$ cat config.mk
export PLATFORM = sky130hd
export DESIGN_NAME = tonegen_core
export DESIGN_NICKNAME = d
export VERILOG_FILES = /design/src/rtl/tonegen_pkg.sv /design/src/rtl/tg_phase_acc.sv /design/src/rtl/tg_waveform.sv /design/src/rtl/tg_mix_atten.sv /design/src/rtl/tonegen_core.sv
export SDC_FILE = /design/constraint.sdc
export NUM_CORES = 1
export LEC_CHECK = 0
export BUFFER_PORTS_ARGS = -buffer_cell sky130_fd_sc_hd__buf_2
export CORE_ASPECT_RATIO = 1.4
export CORE_UTILIZATION = 60
export CTS_BUF_LIST = sky130_fd_sc_hd__clkbuf_4
export CTS_CLUSTER_DIAMETER = 200
export DETAILED_ROUTE_END_ITERATION = 10
export PLACE_DENSITY_LB_ADDON = 0.12
export SLEW_MARGIN = 10
export SYNTH_ARGS = -nofsm -noshare
export SYNTH_HDL_FRONTEND = slang
export SYNTH_SLANG_ARGS = --single-unit
$ cat constraint.sdc
create_clock -name clk -period 9.34 [get_ports clk]
set_input_delay 0.934 -clock clk [delete_from_list [all_inputs] [get_ports clk]]
set_output_delay 0.934 -clock clk [all_outputs]
set_load 0.03 [all_outputs]
$ cat src/rtl/tonegen_pkg.sv
// Package: shared constants and constant functions for the tone generator.
// Assumes PHASE_W >= FREQ_W + 2 so that the largest shifted code fits.
package tonegen_pkg;

    localparam int FREQ_W     = 8;
    localparam int PHASE_W    = 11;
    localparam int SAMPLE_W   = 16;
    localparam int LUT_ADDR_W = 6;
    localparam int IDX_W      = LUT_ADDR_W + 2;
    localparam int QTR        = 1 << LUT_ADDR_W;
    localparam int ATT_W      = 4;
    localparam int GAIN_W     = 16;
    localparam int GAIN_FRAC  = 15;
    localparam int AMP        = (1 << (SAMPLE_W - 1)) - 1;

    // Range select encoding.
    typedef enum logic [1:0] {
        RNG_X1 = 2'd0,
        RNG_X2 = 2'd1,
        RNG_X4 = 2'd2,
        RNG_X4B = 2'd3
    } range_e;

    // Parabolic quarter-wave point: amp*i*(2q-i)/(q*q), i in 0..q.
    function automatic int quarter_sine(input int i, input int q, input int amp);
        longint num;
        num = longint'(amp) * longint'(i) * longint'(2 * q - i);
        return int'(num / (longint'(q) * longint'(q)));
    endfunction

    // Q15 gain for a 3 dB-per-step attenuation code; codes above 9 clamp.
    function automatic logic [GAIN_W-1:0] gain_q15(input logic [ATT_W-1:0] code);
        logic [GAIN_W-1:0] g;
        case (code)
            4'd0:    g = 16'd32768;
            4'd1:    g = 16'd23198;
            4'd2:    g = 16'd16423;
            4'd3:    g = 16'd11627;
            4'd4:    g = 16'd8231;
            4'd5:    g = 16'd5827;
            4'd6:    g = 16'd4125;
            4'd7:    g = 16'd2920;
            4'd8:    g = 16'd2068;
            default: g = 16'd1464;
        endcase
        return g;
    endfunction

endpackage

$ cat src/rtl/tg_phase_acc.sv
// Module: tg_phase_acc
// One tone channel's phase accumulator. On each step the phase advances by
// the frequency code shifted left by 0, 1 or 2 according to the range.
// Assumes PHASE_W >= FREQ_W + 2. Exposes only the top IDX_W phase bits.
module tg_phase_acc #(
    parameter int FREQ_W  = tonegen_pkg::FREQ_W,
    parameter int PHASE_W = tonegen_pkg::PHASE_W,
    parameter int IDX_W   = tonegen_pkg::IDX_W
) (
    input  logic               clk,
    input  logic               rst_n,
    input  logic               clear,
    input  logic               step,
    input  logic [FREQ_W-1:0]  freq_code,
    input  logic [1:0]         range_sel,
    output logic [IDX_W-1:0]   phase_idx
);
    import tonegen_pkg::*;

    logic [PHASE_W-1:0] phase_q;
    logic [PHASE_W-1:0] incr;

    // Purpose: scale the frequency code into a phase increment.
    always_comb begin
        case (range_e'(range_sel))
            RNG_X1:  incr = PHASE_W'(freq_code);
            RNG_X2:  incr = PHASE_W'(freq_code) << 1;
            default: incr = PHASE_W'(freq_code) << 2;
        endcase
    end

    // Purpose: hold or advance the phase; reset or clear returns it to zero.
    always_ff @(posedge clk) begin
        if (!rst_n || clear) begin
            phase_q <= '0;
        end else if (step) begin
            phase_q <= phase_q + incr;
        end
    end

    assign phase_idx = phase_q[PHASE_W-1 -: IDX_W];

endmodule

$ cat src/rtl/tg_waveform.sv
// Module: tg_waveform
// Turns a phase index into a signed sample: a quarter-wave table with
// quadrant folding for sine, or the phase sign for square.
// Assumes the table is filled at elaboration from a constant function.
module tg_waveform #(
    parameter int LUT_ADDR_W = tonegen_pkg::LUT_ADDR_W,
    parameter int SAMPLE_W   = tonegen_pkg::SAMPLE_W
) (
    input  logic [LUT_ADDR_W+1:0]       phase_idx,
    input  logic                        square_sel,
    output logic signed [SAMPLE_W-1:0]  wave
);
    import tonegen_pkg::*;

    localparam int Q   = 1 << LUT_ADDR_W;
    localparam int PK  = (1 << (SAMPLE_W - 1)) - 1;

    logic [SAMPLE_W-1:0]   lut [0:Q];
    logic [1:0]            quad;
    logic [LUT_ADDR_W-1:0] j;
    logic [LUT_ADDR_W:0]   addr;
    logic signed [SAMPLE_W-1:0] mag;

    // Quarter-wave table built from the parabolic sine approximation.
    for (genvar g = 0; g <= Q; g++) begin : g_lut
        assign lut[g] = SAMPLE_W'(quarter_sine(g, Q, PK));
    end

    // Purpose: fold the phase into the quarter table and pick the waveform.
    always_comb begin
        quad = phase_idx[LUT_ADDR_W+1:LUT_ADDR_W];
        j    = phase_idx[LUT_ADDR_W-1:0];
        addr = quad[0] ? ((LUT_ADDR_W+1)'(Q) - {1'b0, j}) : {1'b0, j};
        mag  = signed'(lut[addr]);
        if (square_sel) begin
            wave = quad[1] ? -(SAMPLE_W)'(PK) : (SAMPLE_W)'(PK);
        end else begin
            wave = quad[1] ? -mag : mag;
        end
    end

endmodule

$ cat src/rtl/tg_mix_atten.sv
// Module: tg_mix_atten
// Mixes the two channels (A alone, or both halved and summed) and scales
// the mix by a Q15 gain picked by the attenuation code.
// Assumes halved inputs cannot overflow the sum; the product is floored.
module tg_mix_atten #(
    parameter int SAMPLE_W  = tonegen_pkg::SAMPLE_W,
    parameter int ATT_W     = tonegen_pkg::ATT_W,
    parameter int GAIN_W    = tonegen_pkg::GAIN_W,
    parameter int GAIN_FRAC = tonegen_pkg::GAIN_FRAC
) (
    input  logic signed [SAMPLE_W-1:0] tone_a,
    input  logic signed [SAMPLE_W-1:0] tone_b,
    input  logic                       dual,
    input  logic [ATT_W-1:0]           atten,
    output logic signed [SAMPLE_W-1:0] scaled
);
    import tonegen_pkg::*;

    localparam int PROD_W = SAMPLE_W + GAIN_W + 2;

    logic signed [SAMPLE_W-1:0] mix;
    logic signed [PROD_W-1:0]   mix_ext;
    logic signed [PROD_W-1:0]   gain_ext;
    logic signed [PROD_W-1:0]   prod;

    // Purpose: select single or halved dual-tone mix.
    always_comb begin
        if (dual) begin
            mix = (tone_a >>> 1) + (tone_b >>> 1);
        end else begin
            mix = tone_a;
        end
    end

    // Purpose: apply the attenuation gain with a floored Q15 product.
    always_comb begin
        mix_ext  = PROD_W'(mix);
        gain_ext = signed'({{(PROD_W-GAIN_W){1'b0}}, gain_q15(atten)});
        prod     = mix_ext * gain_ext;
        scaled   = SAMPLE_W'(prod >>> GAIN_FRAC);
    end

endmodule

$ cat src/rtl/tonegen_core.sv
// Module: tonegen_core (top)
// Two-channel tone and ring generator. On each accepted sample strobe the
// output register takes the attenuated mix of the current phases, and the
// accumulators advance. Assumes config inputs are steady around a strobe.
module tonegen_core #(
    parameter int FREQ_W   = tonegen_pkg::FREQ_W,
    parameter int SAMPLE_W = tonegen_pkg::SAMPLE_W,
    parameter int ATT_W    = tonegen_pkg::ATT_W
) (
    input  logic                       clk,
    input  logic                       rst_n,
    input  logic                       enable,
    input  logic                       sample_tick,
    input  logic [FREQ_W-1:0]          freq_a,
    input  logic [FREQ_W-1:0]          freq_b,
    input  logic [1:0]                 range_sel,
    input  logic                       wave_square,
    input  logic                       dual_tone,
    input  logic [ATT_W-1:0]           atten_code,
    output logic signed [SAMPLE_W-1:0] tone_out,
    output logic                       tone_valid
);
    import tonegen_pkg::*;

    localparam int N_TONES = 2;

    logic                       step;
    logic [FREQ_W-1:0]          codes  [N_TONES];
    logic [IDX_W-1:0]           idx    [N_TONES];
    logic signed [SAMPLE_W-1:0] waves  [N_TONES];
    logic signed [SAMPLE_W-1:0] mixed;

    assign step     = enable && sample_tick;
    assign codes[0] = freq_a;
    assign codes[1] = freq_b;

    // One accumulator and waveform shaper per channel.
    for (genvar t = 0; t < N_TONES; t++) begin : g_tone
        tg_phase_acc #(
            .FREQ_W  (FREQ_W),
            .PHASE_W (PHASE_W),
            .IDX_W   (IDX_W)
        ) u_acc (
            .clk       (clk),
            .rst_n     (rst_n),
            .clear     (!enable),
            .step      (step),
            .freq_code (codes[t]),
            .range_sel (range_sel),
            .phase_idx (idx[t])
        );

        tg_waveform #(
            .LUT_ADDR_W (LUT_ADDR_W),
            .SAMPLE_W   (SAMPLE_W)
        ) u_wave (
            .phase_idx  (idx[t]),
            .square_sel (wave_square),
            .wave       (waves[t])
        );
    end

    tg_mix_atten #(
        .SAMPLE_W  (SAMPLE_W),
        .ATT_W     (ATT_W),
        .GAIN_W    (GAIN_W),
        .GAIN_FRAC (GAIN_FRAC)
    ) u_mix (
        .tone_a (waves[0]),
        .tone_b (waves[1]),
        .dual   (dual_tone),
        .atten  (atten_code),
        .scaled (mixed)
    );

    // Purpose: register one sample per accepted strobe; disable clears.
    always_ff @(posedge clk) begin
        if (!rst_n || !enable) begin
            tone_out   <= '0;
            tone_valid <= 1'b0;
        end else begin
            tone_valid <= sample_tick;
            if (sample_tick) begin
                tone_out <= mixed;
            end
        end
    end

endmodule

Yosys cells after proc, flatten, opt, wreduce, memory -nomap -nowiden:

Memory sizes are Yosys's and may differ from the RTL's.
Cells that the tools add are included.

* mux-type cells: 15
* $lt $le $gt $ge: 2
* $mul: 1
* reduce and logical (&&, ||, !) cells: 5
* add/subtract/negate cells: 7
* equal/unequal tests: 1
* bitwise gates (word level): 2

Operators with widths (count)
* 16-bit two-way mux: 11
* 10-bit case mux with 2 select lines: 2
* 16-bit negator: 2
* 16-bit by 17-bit multiplier with 31-bit output: 1
* 11-bit adder: 2
* 15-bit by 15-bit adder with 16-bit output: 1
* 8-bit >= comparator, second input constant: 2
* 7-bit inverter with 8-bit output: 2
* 7-bit two-way mux: 2
* 7-bit by 6-bit subtractor with 7-bit output, first input constant: 2
* 2-bit by 1-bit == test with 1-bit output, second input constant: 1
* 1-bit zero test: 2
* 2-bit zero test: 1
* 1-bit logical AND: 1
* 1-bit logical OR: 1

* output and inout bits: 17
* word-level logic and storage cells: 40
* flip-flop bits (word level): 39
* input bits: 28
* memories: 3
* ROM bits: 4352

Memories
* (no name shown): depth 128, bits a word 16, read ports 1, clocked after Yosys merged registers in 0, write ports 0, line tg_waveform.sv:34 `mag = signed'(lut[addr]);`
* (no name shown): depth 128, bits a word 16, read ports 1, clocked after Yosys merged registers in 0, write ports 0, line tg_waveform.sv:34
* (no name shown): depth 16, bits a word 16, read ports 1, clocked after Yosys merged registers in 0, write ports 0, line tonegen_pkg.sv:34 `case (code)`

Depth between registers and ports, before layout:

* depth in word-level cells: 12
* depth in mapped cells: 49
* depth with buffers taken out: 47

Cells and area by module:

From an unflattened synthesis, not the netlist that was laid out.

* cells, all modules: 2062
* area, all modules: 15860.2 µm²

By module, submodules not included
* tg_mix_atten: times used 1, cells each 1104, area an instance 9193.8 µm²
* tg_waveform: times used 2, cells each 300, area an instance 1865.5 µm²
* tg_phase_acc at g_tone[1].u_acc: times used 1, cells each 149, area an instance 1166.1 µm²
* tg_phase_acc at g_tone[0].u_acc: times used 1, cells each 153, area an instance 1149.9 µm²
* tonegen_core: times used 1, cells each 56, area an instance 619.3 µm²

Least setup slack after synthesis:

OpenSTA, ideal clock, no wires.

* kind: reg-to-reg
* from: register g_tone[0].u_acc.phase_q[3]
* to: register tone_out[12]
* arrival time: 9.991 ns
* clock period less this slack: 10.113 ns
* stages on the path, launching flop included: 47
* buffers on the path: 4
* required time: 9.218 ns
* setup slack: -0.773 ns
* path through: dfxtp_1 buf_2 buf_2 clkinv_1 ha_1 buf_2 nor3b_4 mux2_2 o21ai_2 a21oi_1 a311o_1 inv_1 ha_1 a21o_1 o31ai_1 inv_1 ha_1 a21o_1 [... 11 more ...] fa_1 inv_1 fa_1 inv_1 fa_1 fa_1 fa_1 ha_1 a21o_1 nor3_1 a21boi_0 o21ai_0 nand3_1 o31a_1 nor2b_1 nor2b_1 o21a_1 a311o_1

* word-level cells in the longest chain between the ends: 12

Ends and longest elaborated chain
* from (decl): line tg_phase_acc.sv:20 `logic [PHASE_W-1:0] phase_q;`
* from (signal assigned): line tg_phase_acc.sv:37 `phase_q <= phase_q + incr;`
* 7-bit by 6-bit subtractor with 7-bit output: line tg_waveform.sv:33 `addr = quad[0] ? ((LUT_ADDR_W+1)'(Q) - {1'b0, j}) : {1'b0, j};`
* 7-bit two-way mux *: line tg_waveform.sv:33
* 7-bit inverter with 8-bit output (implied by the code) *: line tg_waveform.sv:34
* memory 128 x 16 bit *
* 16-bit two-way mux (implied by the code) * (2 in a row): line tg_waveform.sv:34
* 16-bit negator: line tg_waveform.sv:38 `wave = quad[1] ? -mag : mag;`
* 16-bit two-way mux *: line tg_waveform.sv:38
* 16-bit two-way mux *: line tg_waveform.sv:35 `if (square_sel) begin`
* 15-bit by 15-bit adder with 16-bit output: line tg_mix_atten.sv:29 `mix = (tone_a >>> 1) + (tone_b >>> 1);`
* 16-bit two-way mux *: line tg_mix_atten.sv:28 `if (dual) begin`
* 16-bit by 17-bit multiplier with 31-bit output *: line tg_mix_atten.sv:39 `prod = mix_ext * gain_ext;`
* to (signal assigned): line tonegen_core.sv:84 `tone_out <= mixed;`
* to (decl): line tonegen_core.sv:20 `output logic signed [SAMPLE_W-1:0] tone_out,`

Every way passes the cells marked *; elsewhere a longest branch is shown, timed or not. The select of a mux whose other input is x is not followed.
A chain may end at the register's enable or synchronous reset.

Worst setup path in the final report:

* from: register g_tone[1].u_acc.phase_q[4]
* to: register tone_out[15]

* word-level cells in the longest chain between the ends: 12

Ends and longest elaborated chain (line)
* from (decl): tg_phase_acc.sv:20
* from (signal assigned): tg_phase_acc.sv:37
* 7-bit by 6-bit subtractor with 7-bit output: tg_waveform.sv:33
* 7-bit two-way mux *: tg_waveform.sv:33
* 7-bit inverter with 8-bit output (implied by the code) *: tg_waveform.sv:34
* memory 128 x 16 bit *
* 16-bit two-way mux (implied by the code) * (2 in a row): tg_waveform.sv:34
* 16-bit negator: tg_waveform.sv:38
* 16-bit two-way mux *: tg_waveform.sv:38
* 16-bit two-way mux *: tg_waveform.sv:35
* 15-bit by 15-bit adder with 16-bit output *: tg_mix_atten.sv:29
* 16-bit two-way mux *: tg_mix_atten.sv:28
* 16-bit by 17-bit multiplier with 31-bit output *: tg_mix_atten.sv:39

Marked as above.

==> results.yml <==
worst_setup_path:
  critPathMaxStageDelay_ns: 0.57
  cp-start-kind: "flop"
  worstSetupEndpointType: "flop"
  reg2reg_depth: 41
  crit_type: "reg -> reg"
  critPathSlowestCell: "fa_1"
  crit_arrival_ns: 9.87
  cp_common_cell: "fa_1"
  required_ns: 9.66
  crit_path_max_fanout: 6
timing:
  rsz0062_at_grt: "yes"
  period_needed_ns: 9.550
  fin_hold_ws_ns: 0.4916
  fmax_mhz: 104.7
  slew_viol_final: 0
  period_share: 1.023
  tightest_slew_ns: 1.143
  report.final.hold_viol_count: 0
  worst_clock_skew_ns: 0.02716
  max_slew_margin: 0.2300
  setup-violations-final: 11
  fin_tns_setup_ns: -0.9341
  worst_slack_ns: -0.2103
clock_network:
  cts-root-buf: "clkbuf_4"
  clk_pin_slew_ns: 0.13
  cts_tree: "built"
  h-tree-depth: 2
  insertion_delay_ns: 0.38
  cts_made_buffers: 5
  clk_path_buf_depth: 2
  cts.sinks: 39
  hold_buffers: 0
floorplanning:
  rows: 66
  die_h_um: 184.4
  die_area_um2: 24400
  io_pins: 45
  start_util: 0.6125
  die_w_um: 132.3
  coreArea_um2: 23290
global_routing:
  gr-total-overflow: 0
  antenna_found_initial: 1
  grt_pass1_vias: 14330
  grt.total_usage: 0.3731
  grt_max_degree: 39
  grt_pass1_wl_um: 71280
synth:
  synthFlopType: "dfxtp_1"
  synthCells: 1798
  synth_seq_area_share: 0.05474
  synth_area_leaders: "fa_1 27%, ha_1 14%, inv_1 6.9%, nand2_1 5.9%, dfxtp_1 5.5%"
  yosys_warnings: 0
  ys_types: 94
  synth_seq_cells: 39
  muxShareOfSynthArea: 0.03430
  synth_top_family_by_area: "adder cells"
  yosysTopAreaCell: "fa_1"
  synthArstFlopShare: 0
  synth_edf_count: 0
  netlist.area_leader.share: 0.2737
  synthesis.area_um2: 14260
  synthAdderAreaFrac: 0.4167
  synth-simple-area-share: 0.1768
  synth_nets: 2184
  synth-compound-area-share: 0.1731
  synth_xor_area_frac: 0.04842
  syn_area_per_cell_um2: 7.933
route:
  wl_met3_um: 2000
  antenna_left: 0
  drt_pass1_iterations: 5
  wl_met1_um: 16200
  drc: 0
  drt-total-wl_um: 44830
  routed.top_layer: "met4"
  dr_total_vias: 13760
  dr_wl_met2_um: 23500
  wl_per_cell_um: 18.98
  drtIter0Drc: 880
  drt-vias-per-instance: 5.827
placement:
  dp_hpwl_um: 35980
  place_area_um2: 16580
  gp_congestion: 1.014
  port_buffers: 44
  post-place-ws_ns: -0.3702
run:
  maxCapViolCount: 0
hold_path:
  worstHoldPathCells: 2
  hold_path_class: "reg -> reg"
layout:
  nets: 2440
  final_area_um2: 17600
  fillCellCount: 1782
  syn_to_final_growth_pct: 23.37
  layout-drive-gt1-share: 0.2526
outcome:
  status: "finished with violations"
  violations: "setup timing"
[sequential cells by signal, summed over array words and instances, names as in the netlist]
name and flops:
tone_valid 1, g_tone.u_acc.phase_q 22, tone_out 16
[final cells by class]
| type | instances | area (µm²) | area share |
|---|---|---|---|
| multi-input cells | 1405 | 12890 | 0.7323 |
| inverters | 269 | 1027 | 0.05838 |
| clock buffers | 6 | 45.04 | 0.002560 |
| well taps | 306 | 382.9 | 0.02176 |
| clock inverters | 2 | 12.51 | 0.0007110 |
| repair buffers | 334 | 2449 | 0.1391 |
| diodes | 1 | 2.502 | 0.0001422 |
| flip-flops and latches | 39 | 792.0 | 0.04501 |
[cells by family after synthesis]
| logic type | after synthesis |
|---|---|
| adder cells (fa/ha/maj) | 358 |
| multiplexers | 46 |
| AND/OR/NAND/NOR | 570 |
| AO/OA/AOI/OAI | 359 |
| flip-flops | 39 |
| XOR/XNOR | 72 |
| buffers and inverters | 354 |
[cells in the mapped netlist (6+ instances only)]
cell type / count
o21a_1: 15
nand2_1: 226
o31a_1: 7
and2_1: 27
nor3_1: 30
xor2_1: 18
buf_1: 17
inv_2: 6
nor2_1: 185
clkbuf_1: 44
o21ai_0: 70
o21ai_1: 8
xnor2_1: 46
inv_1: 261
nand2b_1: 11
buf_2: 21
mux2i_1: 37
nor2b_1: 16
ha_1: 163
o31ai_1: 8
fa_1: 195
a21boi_0: 6
or3_1: 9
nand3_1: 30
o22ai_1: 7
dfxtp_1: 39
a211oi_1: 22
a21o_1: 20
a21oi_1: 90
xnor2_2: 6
a31oi_1: 13
o211ai_1: 11
[cells in the final DEF, fill, tap and decap left out, types with 7 or more instances in the layout]
master / n
o21ai_0: 56
ha_1: 144
o21a_1: 14
nor3_1: 26
nand3_1: 25
a21oi_2: 19
nor2b_1: 13
inv_2: 10
xnor2_2: 12
a211oi_1: 18
a31oi_1: 11
nand2_1: 220
inv_1: 255
dfxtp_1: 34
buf_2: 44
mux2i_1: 37
o211ai_1: 11
o21ai_1: 16
buf_6: 7
nand2b_1: 10
fa_1: 195
nor2_2: 10
o31a_1: 7
a21o_1: 20
xnor2_1: 39
xor2_1: 15
and2_1: 25
ha_4: 14
nor2_1: 174
a21oi_1: 72
buf_4: 281
[worst max-delay path: cells and delay by family, from the launching register on]
| kind | cells | cell delay, ns |
|---|---|---|
| flip-flops | 1 | 0.36 |
| XOR/XNOR | 2 | 0.29 |
| AND/OR/NAND/NOR | 10 | 1.81 |
| AO/OA/AOI/OAI | 14 | 2.71 |
| buffers and inverters | 6 | 0.55 |
| adder cells (fa/ha/maj) | 9 | 3.77 |
[stage by stage]
stage / utilization / instances
global route: 0.7556 / 2362
finish: 0.7556 / 2362
CTS: 0.7368 / 2350
detailed placement: 0.7119 / 2313
global placement: 0.7119 / 2313
floorplan: - / 1798
[per-layer routing]
metal | track usage | vias up
met3 | 0.03520 | 183
met1 | 0.3976 | 6647
li1 | - | 6433
met4 | 0.2184 | 0
met2 | 0.7132 | 501
met5 | 0 | -
[worst paths after layout]
check / start / end / slack, ns
worst max register to register: g_tone[1].u_acc.phase_q[4] / tone_out[15] / -0.21
worst min register to register: tone_out[1] / tone_out[1] / 0.49
worst max-delay path: g_tone[1].u_acc.phase_q[4] / tone_out[15] / -0.21
worst min-delay path: tone_out[1] / tone_out[1] / 0.49
[repair_timing]
item / in CTS / in global routing
pin swaps: 54 / 52
gates resized for setup: 69 / 74
setup buffers: 29 / 12
setup endpoints to repair: 13 / 16
Power is left out: the tool's default activity adds up to more than one toggle a clock period on the data nets, which glitch-free logic cannot reach.
